$ cat config.mk
export PLATFORM = sky130hd
export DESIGN_NAME = dual_acc_phase_gen
export DESIGN_NICKNAME = d
export VERILOG_FILES = /design/src/rtl/dap_pkg.sv /design/src/rtl/mod_stepper.sv /design/src/rtl/bin_phase_acc.sv /design/src/rtl/phase_taps.sv /design/src/rtl/dual_acc_phase_gen.sv
export SDC_FILE = /design/constraint.sdc
export NUM_CORES = 1
export LEC_CHECK = 0
export ABC_AREA = 1
export ABC_CLOCK_PERIOD_IN_PS = 5100
export BUFFER_PORTS_ARGS = -buffer_cell sky130_fd_sc_hd__buf_2
export CORE_AREA = 2 2 98 81
export DETAILED_ROUTE_END_ITERATION = 6
export DIE_AREA = 0 0 100 83
export HOLD_SLACK_MARGIN = 0.1
export PLACE_DENSITY_LB_ADDON = 0.12
export SLEW_MARGIN = 40
export SYNTH_ARGS = -nofsm -noshare
export SYNTH_HDL_FRONTEND = slang
export SYNTH_SLANG_ARGS = --single-unit
$ cat constraint.sdc
create_clock -name clk -period 5.1 [get_ports clk]
set_clock_uncertainty 0.1 [all_clocks]
set_input_delay 0.255 -clock clk [delete_from_list [all_inputs] [get_ports clk]]
set_output_delay 0.255 -clock clk [all_outputs]
set_load 0.05 [all_outputs]
$ cat src/rtl/dap_pkg.sv
package dap_pkg;
  // width that holds any value of (acc + step) with acc < m and step < m
  function automatic int sum_width(longint unsigned m);
    return $clog2(2 * m);
  endfunction
endpackage

$ cat src/rtl/mod_stepper.sv
module mod_stepper #(
  parameter longint unsigned MOD  = 78125,
  parameter longint unsigned STEP = 65276,
  parameter int W = dap_pkg::sum_width(MOD)
) (
  input  logic         clk,
  input  logic         rst,
  output logic         carry_o,
  output logic [W-1:0] acc_o
);
  localparam int WS = W + 1;
  localparam logic [W:0] STEP_V = WS'(STEP);
  localparam logic [W:0] MOD_V  = WS'(MOD);

  logic [W-1:0] acc_q;
  logic [W:0]   sum;
  logic [W:0]   folded;

  always_comb begin
    sum     = {1'b0, acc_q} + STEP_V;
    carry_o = (sum >= MOD_V);
    folded  = carry_o ? (sum - MOD_V) : sum;
  end

  always_ff @(posedge clk) begin
    if (rst) acc_q <= '0;
    else     acc_q <= folded[W-1:0];
  end

  assign acc_o = acc_q;
endmodule

$ cat src/rtl/bin_phase_acc.sv
module bin_phase_acc #(
  parameter int PHASE_W = 32,
  parameter longint unsigned TUNE = 14073748
) (
  input  logic               clk,
  input  logic               rst,
  input  logic               cin,
  output logic [PHASE_W-1:0] acc_o,
  output logic               cout_o
);
  localparam int PW1 = PHASE_W + 1;
  localparam logic [PHASE_W:0] TUNE_V = PW1'(TUNE);

  logic [PHASE_W-1:0] acc_q;
  logic [PHASE_W:0]   nxt;

  always_comb begin
    nxt    = {1'b0, acc_q} + TUNE_V + PW1'(cin);
    cout_o = nxt[PHASE_W];
  end

  always_ff @(posedge clk) begin
    if (rst) acc_q <= '0;
    else     acc_q <= nxt[PHASE_W-1:0];
  end

  assign acc_o = acc_q;
endmodule

$ cat src/rtl/phase_taps.sv
module phase_taps #(
  parameter int PHASE_W = 32,
  parameter int TOP_W   = 8
) (
  input  logic               clk,
  input  logic               rst,
  input  logic [PHASE_W-1:0] acc_i,
  input  logic               cout_i,
  output logic [TOP_W-1:0]   top_o,
  output logic               sq_o,
  output logic               wrap_o
);
  logic wrap_q;

  always_ff @(posedge clk) begin
    if (rst) wrap_q <= 1'b0;
    else     wrap_q <= cout_i;
  end

  assign top_o  = acc_i[PHASE_W-1 -: TOP_W];
  assign sq_o   = acc_i[PHASE_W-1];
  assign wrap_o = wrap_q;
endmodule

$ cat src/rtl/dual_acc_phase_gen.sv
module dual_acc_phase_gen #(
  parameter int PHASE_W = 32,
  parameter int TOP_W   = 8,
  parameter longint unsigned TUNE = 14073748,
  parameter longint unsigned STEP = 65276,
  parameter longint unsigned MOD  = 78125
) (
  input  logic             clk,
  input  logic             rst,
  output logic [TOP_W-1:0] phase_top,
  output logic             square_o,
  output logic             wrap_o
);
  localparam int SW = dap_pkg::sum_width(MOD);

  logic               sec_carry;
  logic [SW-1:0]      sec_q;
  logic [PHASE_W-1:0] prim_q;
  logic               prim_cout;

  mod_stepper #(.MOD(MOD), .STEP(STEP), .W(SW)) u_sec (
    .clk(clk), .rst(rst), .carry_o(sec_carry), .acc_o(sec_q)
  );

  bin_phase_acc #(.PHASE_W(PHASE_W), .TUNE(TUNE)) u_prim (
    .clk(clk), .rst(rst), .cin(sec_carry), .acc_o(prim_q), .cout_o(prim_cout)
  );

  phase_taps #(.PHASE_W(PHASE_W), .TOP_W(TOP_W)) u_taps (
    .clk(clk), .rst(rst), .acc_i(prim_q), .cout_i(prim_cout),
    .top_o(phase_top), .sq_o(square_o), .wrap_o(wrap_o)
  );
endmodule

==> flow_metrics.py, run 1 <==
metrics = {
    "run_status": {
        "status": "finished clean",
    },
    "grt": {
        "overflow": 0,
        "grt_pass1_wl_um": 12110,
        "antenna_found_initial": 0,
        "grt.total_usage_pct": 17.35,
        "grt_pass1_vias": 2715,
        "grt_max_degree": 29,
    },
    "setup_path": {
        "crit_path_end_kind": "flip-flop",
        "cpPeakStageDelay_ns": 0.35,
        "critPathSlowestCell": "nor2_4",
        "cp_common_cell": "nand2_1",
        "cp_max_fo": 20,
        "setup.worst_path.class": "reg -> reg",
        "r2r_slack_ns": 0.72,
        "crit_path_start_kind": "flip-flop",
        "cp.required_ns": 5.25,
        "path_cells": "inv_2 > ha_1 > nand3_2 > nand2_2 > nand3_2 > xor2_1 > inv_1 > nand2_1 > nor2_1 > nor2_4 > nand2_4 > ha_1 > ha_1 > nand3_1 > nand2_1 > nand2_1 > nand3_1 > o21ai_0 > nand2_1 > a21oi_1 > nand2_1 > inv_1 > o21ai_0 > nor2_1",
        "arrival_ns": 4.53,
    },
    "clock_tree": {
        "cts_buffer_depth": 2,
        "cts_tree": "yes",
        "cts_resized": 0,
        "cts_root_buf": "clkbuf_8",
        "path_clk_slew_ns": 0.10,
        "postCtsSetupBuffers": 0,
        "holdBufCountCts": 0,
        "cts_sinks": 51,
        "cts_buffers": 5,
        "worstSkewPairLatency_ns": 0.31,
        "htreeDepth": 2,
    },
    "sta": {
        "max_slew_margin_pct": 53.87,
        "setup_violations": 0,
        "worst_pin_slew_ns": 0.6911,
        "timing.final.max_slew_violations": 0,
        "fin_ws_ns": 0.7250,
        "hold_viol": 0,
        "fin_crit_ns": 4.375,
        "max_freq_mhz": 228.6,
        "rsz0062_at_grt": "false",
        "fin_tns_setup_ns": 0,
        "finalCritPeriodShare_pct": 85.78,
    },
    "placed_design": {
        "io_buffers": 11,
        "dpl.hpwl_um": 5200,
        "gp_congestion": 0.8607,
        "dp_cells": 581,
        "dp_slack_ns": 0.7578,
    },
    "route": {
        "wl_per_cell_um": 11.85,
        "drc": 0,
        "firstDrtPassIters": 5,
        "via_per_inst": 5.095,
        "drt_iter0_markers": 180,
        "num_vias": 3001,
        "wirelength_um": 6977,
        "ant_nets": 0,
    },
    "floorplanning": {
        "initial_utilization_pct": 44.02,
        "die-width_um": 100,
        "io_pins": 12,
        "rows": 28,
        "coreArea_um2": 7287,
        "die_h_um": 83,
        "dieArea_um2": 8300,
    },
    "logic_synthesis": {
        "async_flop_share_pct": 0,
        "synthFlopType": "dfxtp_1",
        "syn_area_per_cell_um2": 6.429,
        "synth_top_area_share_pct": 31.83,
        "yosys-top-cells-count": "125 x nand2_1, 59 x inv_1, 51 x dfxtp_1",
        "yosysMostFrequentCell": "nand2_1",
        "synth_edf_count": 0,
        "postSynthNetCount": 506,
        "synth.distinct_cells": 34,
        "ys_warn_count": 0,
        "ys_seq_elements": 51,
        "yosysTopAreaCell": "dfxtp_1",
        "synth_cells": 499,
        "syn-cell-area_um2": 3208,
        "synth.area.top_cells": "dfxtp_1 32%, nand2_1 15%, nand3_1 7.5%",
        "yosysSeqAreaShare_pct": 31.83,
    },
    "power": {
        "power.total_mw": 2.448,
        "powerDensity_nw_per_um2": 729.9,
        "leakagePower_nw": 1.595,
        "vdd_drop_max_mv": 0.2832,
    },
    "final_layout": {
        "antenna_cells": 0,
        "post_layout_nonfiller_instances": 589,
        "fill_cells": 772,
        "fin_nets": 505,
        "drive_gt1_share_pct": 9.619,
        "syn_to_final_growth_pct": 4.563,
    },
    "worst_hold_path": {
        "worstHoldPathType": "in -> reg",
    },
    "flow_run": {
        "maxCapViolations": 0,
    },
}
-- metrics by stage --
stage | instance area (µm²) | hold slack, ns | util (%)
final | 3354 | 0.3203 | 46.03
after global routing | 3354 | 0.3526 | 46.03
after CTS | 3354 | 0.3194 | 46.03
after detailed placement | 3242 | 0.3478 | 44.49
after global placement | 3242 | 0.3410 | 44.49
after floorplan | 3208 | 0.3225 | -
-- path summary, 6_finish.rpt --
kind                                                   from                           to  cells past startpoint
worst max-delay path              u_sec.acc_o[2]$_SDFF_PP0_  u_prim.acc_o[26]$_SDFF_PP0_                     24
worst min-delay path                                    rst  u_prim.acc_o[23]$_SDFF_PP0_                      2
worst max register to register    u_sec.acc_o[2]$_SDFF_PP0_  u_prim.acc_o[26]$_SDFF_PP0_                     24
worst min register to register  u_prim.acc_o[10]$_SDFF_PP0_  u_prim.acc_o[10]$_SDFF_PP0_                      1
-- report_power, final --
part           internal [mW]  switching, mW  total, mW  leakage, nW
clock                  0.146          0.144      0.291       0.0581
sequential             0.512          0.101      0.613        0.422
combinational          0.512           1.03       1.54         1.11
-- layout make-up --
type / count / area (µm²) / share of cell area (%)
Clock buffer: 5 / 68.82 / 2.051
Timing Repair Buffer: 11 / 55.05 / 1.641
Tap cell: 90 / 112.6 / 3.357
Clock inverter: 3 / 43.79 / 1.305
Sequential cell: 51 / 1021 / 30.44
Multi-Input combinational cell: 367 / 1821 / 54.27
Inverter: 62 / 232.7 / 6.938
-- metal layers --
metal	GRT usage (%)	wire, µm
met2	25.06	2749
met5	0	0
met4	3.611	42
met3	2.778	290
met1	26.99	3895
-- cell usage in the layout, fill, tap and decap left out, types with 2 or more instances in the layout --
cell and instances:
a21oi_1 47, and3_1 2, buf_2 11, clkbuf_8 5, dfxtp_1 51, ha_1 5, inv_1 59, inv_2 3
nand2_1 125, nand2_2 11, nand2_4 2, nand3_1 48, nand3_2 3, nand4_1 7, nor2_1 44, nor2_2 6
nor2_4 2, nor3_1 10, o21ai_0 28, o31ai_1 2, xnor2_1 3, xor2_1 12
-- registers in the layout (all words and copies together), names as in the netlist --
name	flops
u_sec.acc_o	18
u_prim.acc_o	32
u_taps.wrap_o	1
-- critical path, delay by kind of cell, from the launching register on --
kind	cells	cell delay [ns]
AND/OR/NAND/NOR	14	1.99
XOR/XNOR	1	0.26
AO/OA/AOI/OAI	3	0.49
buffers and inverters	3	0.32
adder cells (fa/ha/maj)	3	0.80
flip-flops	1	0.34
-- cells by family after synthesis --
family                     synth area share [%]
AOI/OAI and AO/OA                         13.61
buffers and inverters                     11.43
xor gates and xnor gates                  4.095
adders and majority gates                 1.950
DFF                                       31.83
and+or+nand+nor                           37.09
Power figures use the tool's default switching activity.
==> inputs of run 2 (changes only) <==
Settings changed: RECOVER_POWER from default to 25.
==> run 2 against run 1 <==
  * Register-to-register slack about the same
  * Clock-buffer cell count unchanged
  * Critical path depth stayed put
  * Die area unchanged
  * Largest cell class unchanged
  * Global-route usage did not move
  * Critical endpoint unchanged
==> flow_metrics.py, run 2 (synthesized netlist as in run 1, its figures left out) <==
metrics = {
    "run_status": {
        "status": "finished clean",
    },
    "route": {
        "num_vias": 3007,
        "wl_per_cell_um": 11.92,
        "via_per_inst": 5.105,
        "ant_nets": 0,
        "drc": 0,
        "wirelength_um": 7020,
        "drt_iter0_markers": 183,
        "firstDrtPassIters": 4,
    },
    "sta": {
        "timing.final.max_slew_violations": 0,
        "rsz0062_at_grt": "false",
        "fin_ws_ns": 0.7116,
        "worst_pin_slew_ns": 0.6825,
        "hold_viol": 0,
        "setup_violations": 0,
        "fin_crit_ns": 4.388,
        "hold_ws_ns": 0.3206,
        "finalCritPeriodShare_pct": 86.05,
        "max_freq_mhz": 227.9,
        "max_slew_margin_pct": 54.45,
        "fin_tns_setup_ns": 0,
    },
    "clock_tree": {
        "cts_buffer_depth": 2,
        "cts_buffers": 5,
        "cts_sinks": 51,
        "cts_tree": "yes",
        "cts_resized": 0,
        "htreeDepth": 2,
        "postCtsSetupBuffers": 0,
        "holdBufCountCts": 0,
        "cts_root_buf": "clkbuf_8",
        "path_clk_slew_ns": 0.10,
        "worstSkewPairLatency_ns": 0.31,
    },
    "placed_design": {
        "gp_congestion": 0.8607,
        "dp_slack_ns": 0.7578,
        "dpl.hpwl_um": 5200,
        "io_buffers": 11,
        "dp_cells": 581,
    },
    "grt": {
        "antenna_found_initial": 0,
        "grt.busiest_layer": "met1",
        "grt_pass1_wl_um": 12110,
        "grt_pass1_vias": 2715,
        "grt_max_degree": 29,
        "grt.total_usage_pct": 17.35,
        "overflow": 0,
        "use_met1_pct": 26.99,
        "grt_util_met3_pct": 2.778,
        "grt_use_met2_pct": 25.06,
    },
    "floorplanning": {
        "die-width_um": 100,
        "initial_utilization_pct": 44.02,
        "die_h_um": 83,
        "io_pins": 12,
        "rows": 28,
        "dieArea_um2": 8300,
        "coreArea_um2": 7287,
    },
    "power": {
        "power.total_mw": 2.447,
        "leakagePower_nw": 1.551,
        "vdd_drop_max_mv": 0.2836,
        "powerDensity_nw_per_um2": 733.2,
    },
    "setup_path": {
        "cp.required_ns": 5.25,
        "crit_path_end_kind": "flip-flop",
        "crit_path_start_kind": "flip-flop",
        "r2r_start": "u_sec.acc_o[2]$_SDFF_PP0_",
        "cp_max_fo": 20,
        "setup.worst_path.class": "reg -> reg",
        "arrival_ns": 4.54,
        "cp-startpoint": "u_sec.acc_o[2]$_SDFF_PP0_",
    },
    "final_layout": {
        "final_common_cell": "nand2_1",
        "antenna_cells": 0,
        "syn_to_final_growth_pct": 4.017,
        "fill_cells": 781,
        "largest_reg_flops": 32,
        "final_cell_mix": "125 x nand2_1, 59 x inv_1, 51 x dfxtp_1, 49 x nand3_1, 47 x a21oi_1",
        "drive_gt1_share_pct": 7.415,
        "fin_nets": 505,
        "post_layout_nonfiller_instances": 589,
    },
    "worst_hold_path": {
        "worstHoldStart": "rst",
        "worstHoldPathType": "in -> reg",
    },
    "flow_run": {
        "maxCapViolations": 0,
    },
}
-- run 2: changes by cell type in the layout (fill, tap and decap cells not counted) --
cell / before / now
nand3_2: 3 / 2
buf_2: 11 / 1
clkbuf_1: 0 / 10
nand3_1: 48 / 49
-- run 2: worst paths after layout --
| check | slack, ns | to | depth (start not counted) |
|---|---|---|---|
| setup / recovery | 0.71 | u_prim.acc_o[26]$_SDFF_PP0_ | 24 |
| hold / removal | 0.32 | u_prim.acc_o[23]$_SDFF_PP0_ | 2 |
| setup reg to reg | 0.71 | u_prim.acc_o[26]$_SDFF_PP0_ | 24 |
| hold reg to reg | 0.37 | u_prim.acc_o[10]$_SDFF_PP0_ | 1 |
-- run 2: per-stage QoR --
step | cell area [µm²] | util (%)
after floorplan | 3208 | -
after global placement | 3242 | 44.49
after detailed placement | 3242 | 44.49
after CTS | 3354 | 46.03
after global routing | 3337 | 45.79
final | 3337 | 45.79
-- run 2: worst max-delay path, stage by stage, from the launching register on --
cell and delay, ns:
dfxtp_1 0.34, inv_2 0.10, ha_1 0.32, nand3_1 0.14
nand2_2 0.14, nand3_2 0.08, xor2_1 0.26, inv_1 0.11
nand2_1 0.09, nor2_1 0.07, nor2_4 0.35, nand2_4 0.25
ha_1 0.27, ha_1 0.20, nand3_1 0.11, nand2_1 0.08
nand2_1 0.10, nand3_1 0.16, o21ai_0 0.19, nand2_1 0.15
a21oi_1 0.22, nand2_1 0.20, inv_1 0.11, o21ai_0 0.08
nor2_1 0.11
-- run 2: final cells by class --
| class | count | area, µm² | share of cell area [%] |
|---|---|---|---|
| clock buffers | 5 | 68.82 | 2.062 |
| well taps | 90 | 112.6 | 3.375 |
| flip-flops and latches | 51 | 1021 | 30.60 |
| repair buffers | 11 | 42.54 | 1.275 |
| clock inverters | 3 | 43.79 | 1.312 |
| multi-input cells | 367 | 1815 | 54.41 |
| inverters | 62 | 232.7 | 6.974 |
-- run 2: report_power, final --
| part | internal (mW) | switching [mW] |
|---|---|---|
| logic | 0.509 | 1.03 |
| clock network | 0.146 | 0.145 |
| registers | 0.512 | 0.102 |
| total | 1.17 | 1.28 |
-- run 2: metal layers --
layer | share of wire, % | routed length (µm) | vias to the layer above
met2 | 39 | 2765 | 51
met4 | 0.60 | 42 | 0
li1 | - | - | 1602
met1 | 57 | 3969 | 1350
met3 | 3.4 | 242 | 4
met5 | 0 | 0 | -
==> inputs of run 3 (changes only) <==
Settings changed: ABC_CLOCK_PERIOD_IN_PS 5100 to 4450.
Clock period 5.1 ns to 4.45 ns, I/O delays scaled along.
==> run 3 against run 2 <==
  * Critical path depth stayed put
  * Critical path type unchanged
  * Cell count increased by 0.34%
  * Register-to-register slack worse by 0.18 ns
  * Largest cell class unchanged
  * Clock-buffer cell count stayed put
==> flow_metrics.py, run 3 (synthesized netlist as in run 1, its figures left out) <==
metrics = {
    "sta": {
        "rsz0062_at_grt": "false",
        "max_slew_margin_pct": 38.61,
        "worst_pin_slew_ns": 0.9209,
        "hold_ws_ns": 0.2869,
        "finalCritPeriodShare_pct": 88.10,
        "timing.final.max_slew_violations": 0,
        "hold_viol": 0,
        "setup_violations": 0,
        "max_freq_mhz": 255.1,
        "fin_tns_setup_ns": 0,
        "fin_crit_ns": 3.921,
    },
    "placed_design": {
        "dpl.hpwl_um": 5167,
        "io_buffers": 11,
        "gp_congestion": 0.8929,
    },
    "clock_tree": {
        "path_clk_slew_ns": 0.11,
        "htreeDepth": 2,
        "cts_tree": "yes",
        "cts_sinks": 51,
        "cts_buffer_depth": 2,
        "cts_root_buf": "clkbuf_8",
        "worstSkewPairLatency_ns": 0.31,
        "cts_buffers": 5,
        "holdBufCountCts": 0,
    },
    "final_layout": {
        "largest_reg_flops": 32,
        "final_common_cell": "nand2_1",
        "drive_gt1_share_pct": 8.184,
        "final_cell_mix": "125 x nand2_1, 60 x inv_1, 51 x dfxtp_1, 48 x nand3_1, 46 x a21oi_1",
        "antenna_cells": 0,
        "fin_nets": 507,
        "syn_to_final_growth_pct": 5.031,
    },
    "power": {
        "power.total_mw": 2.840,
        "vdd_drop_max_mv": 0.2639,
        "leakagePower_nw": 1.560,
        "powerDensity_nw_per_um2": 842.8,
    },
    "flow_run": {
        "maxCapViolations": 0,
    },
    "route": {
        "ant_nets": 0,
        "wl_per_cell_um": 11.86,
        "drc": 0,
        "num_vias": 2997,
        "via_per_inst": 5.071,
        "wirelength_um": 7009,
        "drt_iter0_markers": 170,
        "firstDrtPassIters": 4,
    },
    "setup_path": {
        "cp.required_ns": 4.56,
        "critPathTopFamily": "simple AND/OR/NAND/NOR gates",
        "path_cells": "inv_2 > ha_2 > nand3_2 > nand2_1 > nand2_1 > nand2_1 > nand2_1 > inv_1 > nand2_1 > nor2_1 > nand2_4 > nand2_4 > ha_1 > nand2_1 > nand2_1 > nand2_1 > nand2_1 > nand2_1 > nand2_1 > nor2_1 > o21ai_0 > a21oi_1 > o21ai_0 > a21oi_1",
        "cp_common_cell": "nand2_1",
        "critPathSlowestCell": "dfxtp_1",
        "setup.worst_path.class": "reg -> reg",
        "arrival_ns": 4.03,
        "crit_path_start_kind": "flip-flop",
        "cp.buffers_inverters": 2,
        "cp_max_fo": 17,
        "cpPeakStageDelay_ns": 0.34,
        "crit_path_end_kind": "flip-flop",
    },
    "floorplanning": {
        "coreArea_um2": 7287,
        "initial_utilization_pct": 44.02,
        "die-width_um": 100,
        "io_pins": 12,
        "rows": 28,
        "die_h_um": 83,
        "dieArea_um2": 8300,
    },
    "grt": {
        "antenna_found_initial": 0,
        "grt_pass1_wl_um": 12210,
        "grt_pass1_vias": 2683,
        "overflow": 0,
        "grt_max_degree": 29,
        "grt.total_usage_pct": 17.70,
    },
    "worst_hold_path": {
        "worstHoldPathType": "in -> reg",
    },
    "run_status": {
        "status": "finished clean",
    },
}
-- run 3: area by class of cell --
type,instances,area [µm²]
fill,750,3918
clock inverter,3,46.29
clock buffer,5,68.82
multi-input combinational,367,1834
timing repair buffer,13,53.80
tap,90,112.6
inverter,62,232.7
sequential,51,1021
-- run 3: worst paths after layout --
check / startpoint / end / slack (ns) / depth (start not counted)
max: u_sec.acc_o[2]$_SDFF_PP0_ / u_prim.acc_o[21]$_SDFF_PP0_ / 0.53 / 24
min: rst / u_prim.acc_o[23]$_SDFF_PP0_ / 0.29 / 2
max reg2reg: u_sec.acc_o[2]$_SDFF_PP0_ / u_prim.acc_o[21]$_SDFF_PP0_ / 0.53 / 24
min reg2reg: u_prim.acc_o[8]$_SDFF_PP0_ / u_prim.acc_o[8]$_SDFF_PP0_ / 0.38 / 2
-- run 3: timing repair --
| item | in CTS | in global routing |
|---|---|---|
| resized for setup | 0 | 4 |
| endpoints found under the setup margin | 0 | 5 |
| setup buffers | 0 | 0 |
-- run 3: power by group --
group          switching, mW  internal (mW)  total (mW)  leakage [nW]
Clock                  0.167          0.170       0.337        0.0548
Sequential             0.119          0.587       0.705         0.422
Combinational           1.19          0.613        1.80          1.08
-- run 3: per-layer routing --
| metal | track usage [%] | vias to the layer above | wire, µm | part of all wire, % |
|---|---|---|---|---|
| met4 | 3.362 | 0 | 50 | 0.71 |
| met5 | 0 | - | 0 | 0 |
| li1 | - | 1603 | - | - |
| met1 | 28.26 | 1328 | 4047 | 58 |
| met2 | 24.88 | 59 | 2675 | 38 |
| met3 | 2.778 | 7 | 236 | 3.4 |
-- run 3: per-stage QoR --
stage / instance area, µm² / worst slack, ns / util [%] / cells
5_1_grt: 3369 / 0.07363 / 46.24 / 591
6_report: 3369 / 0.5295 / 46.24 / 591
2_1_floorplan: 3208 / 0.8449 / - / 499
4_1_cts: 3372 / 0.3476 / 46.27 / 591
3_3_place_gp: 3257 / 0.5960 / 44.69 / 583
3_5_place_dp: 3257 / 0.3968 / 44.69 / 583
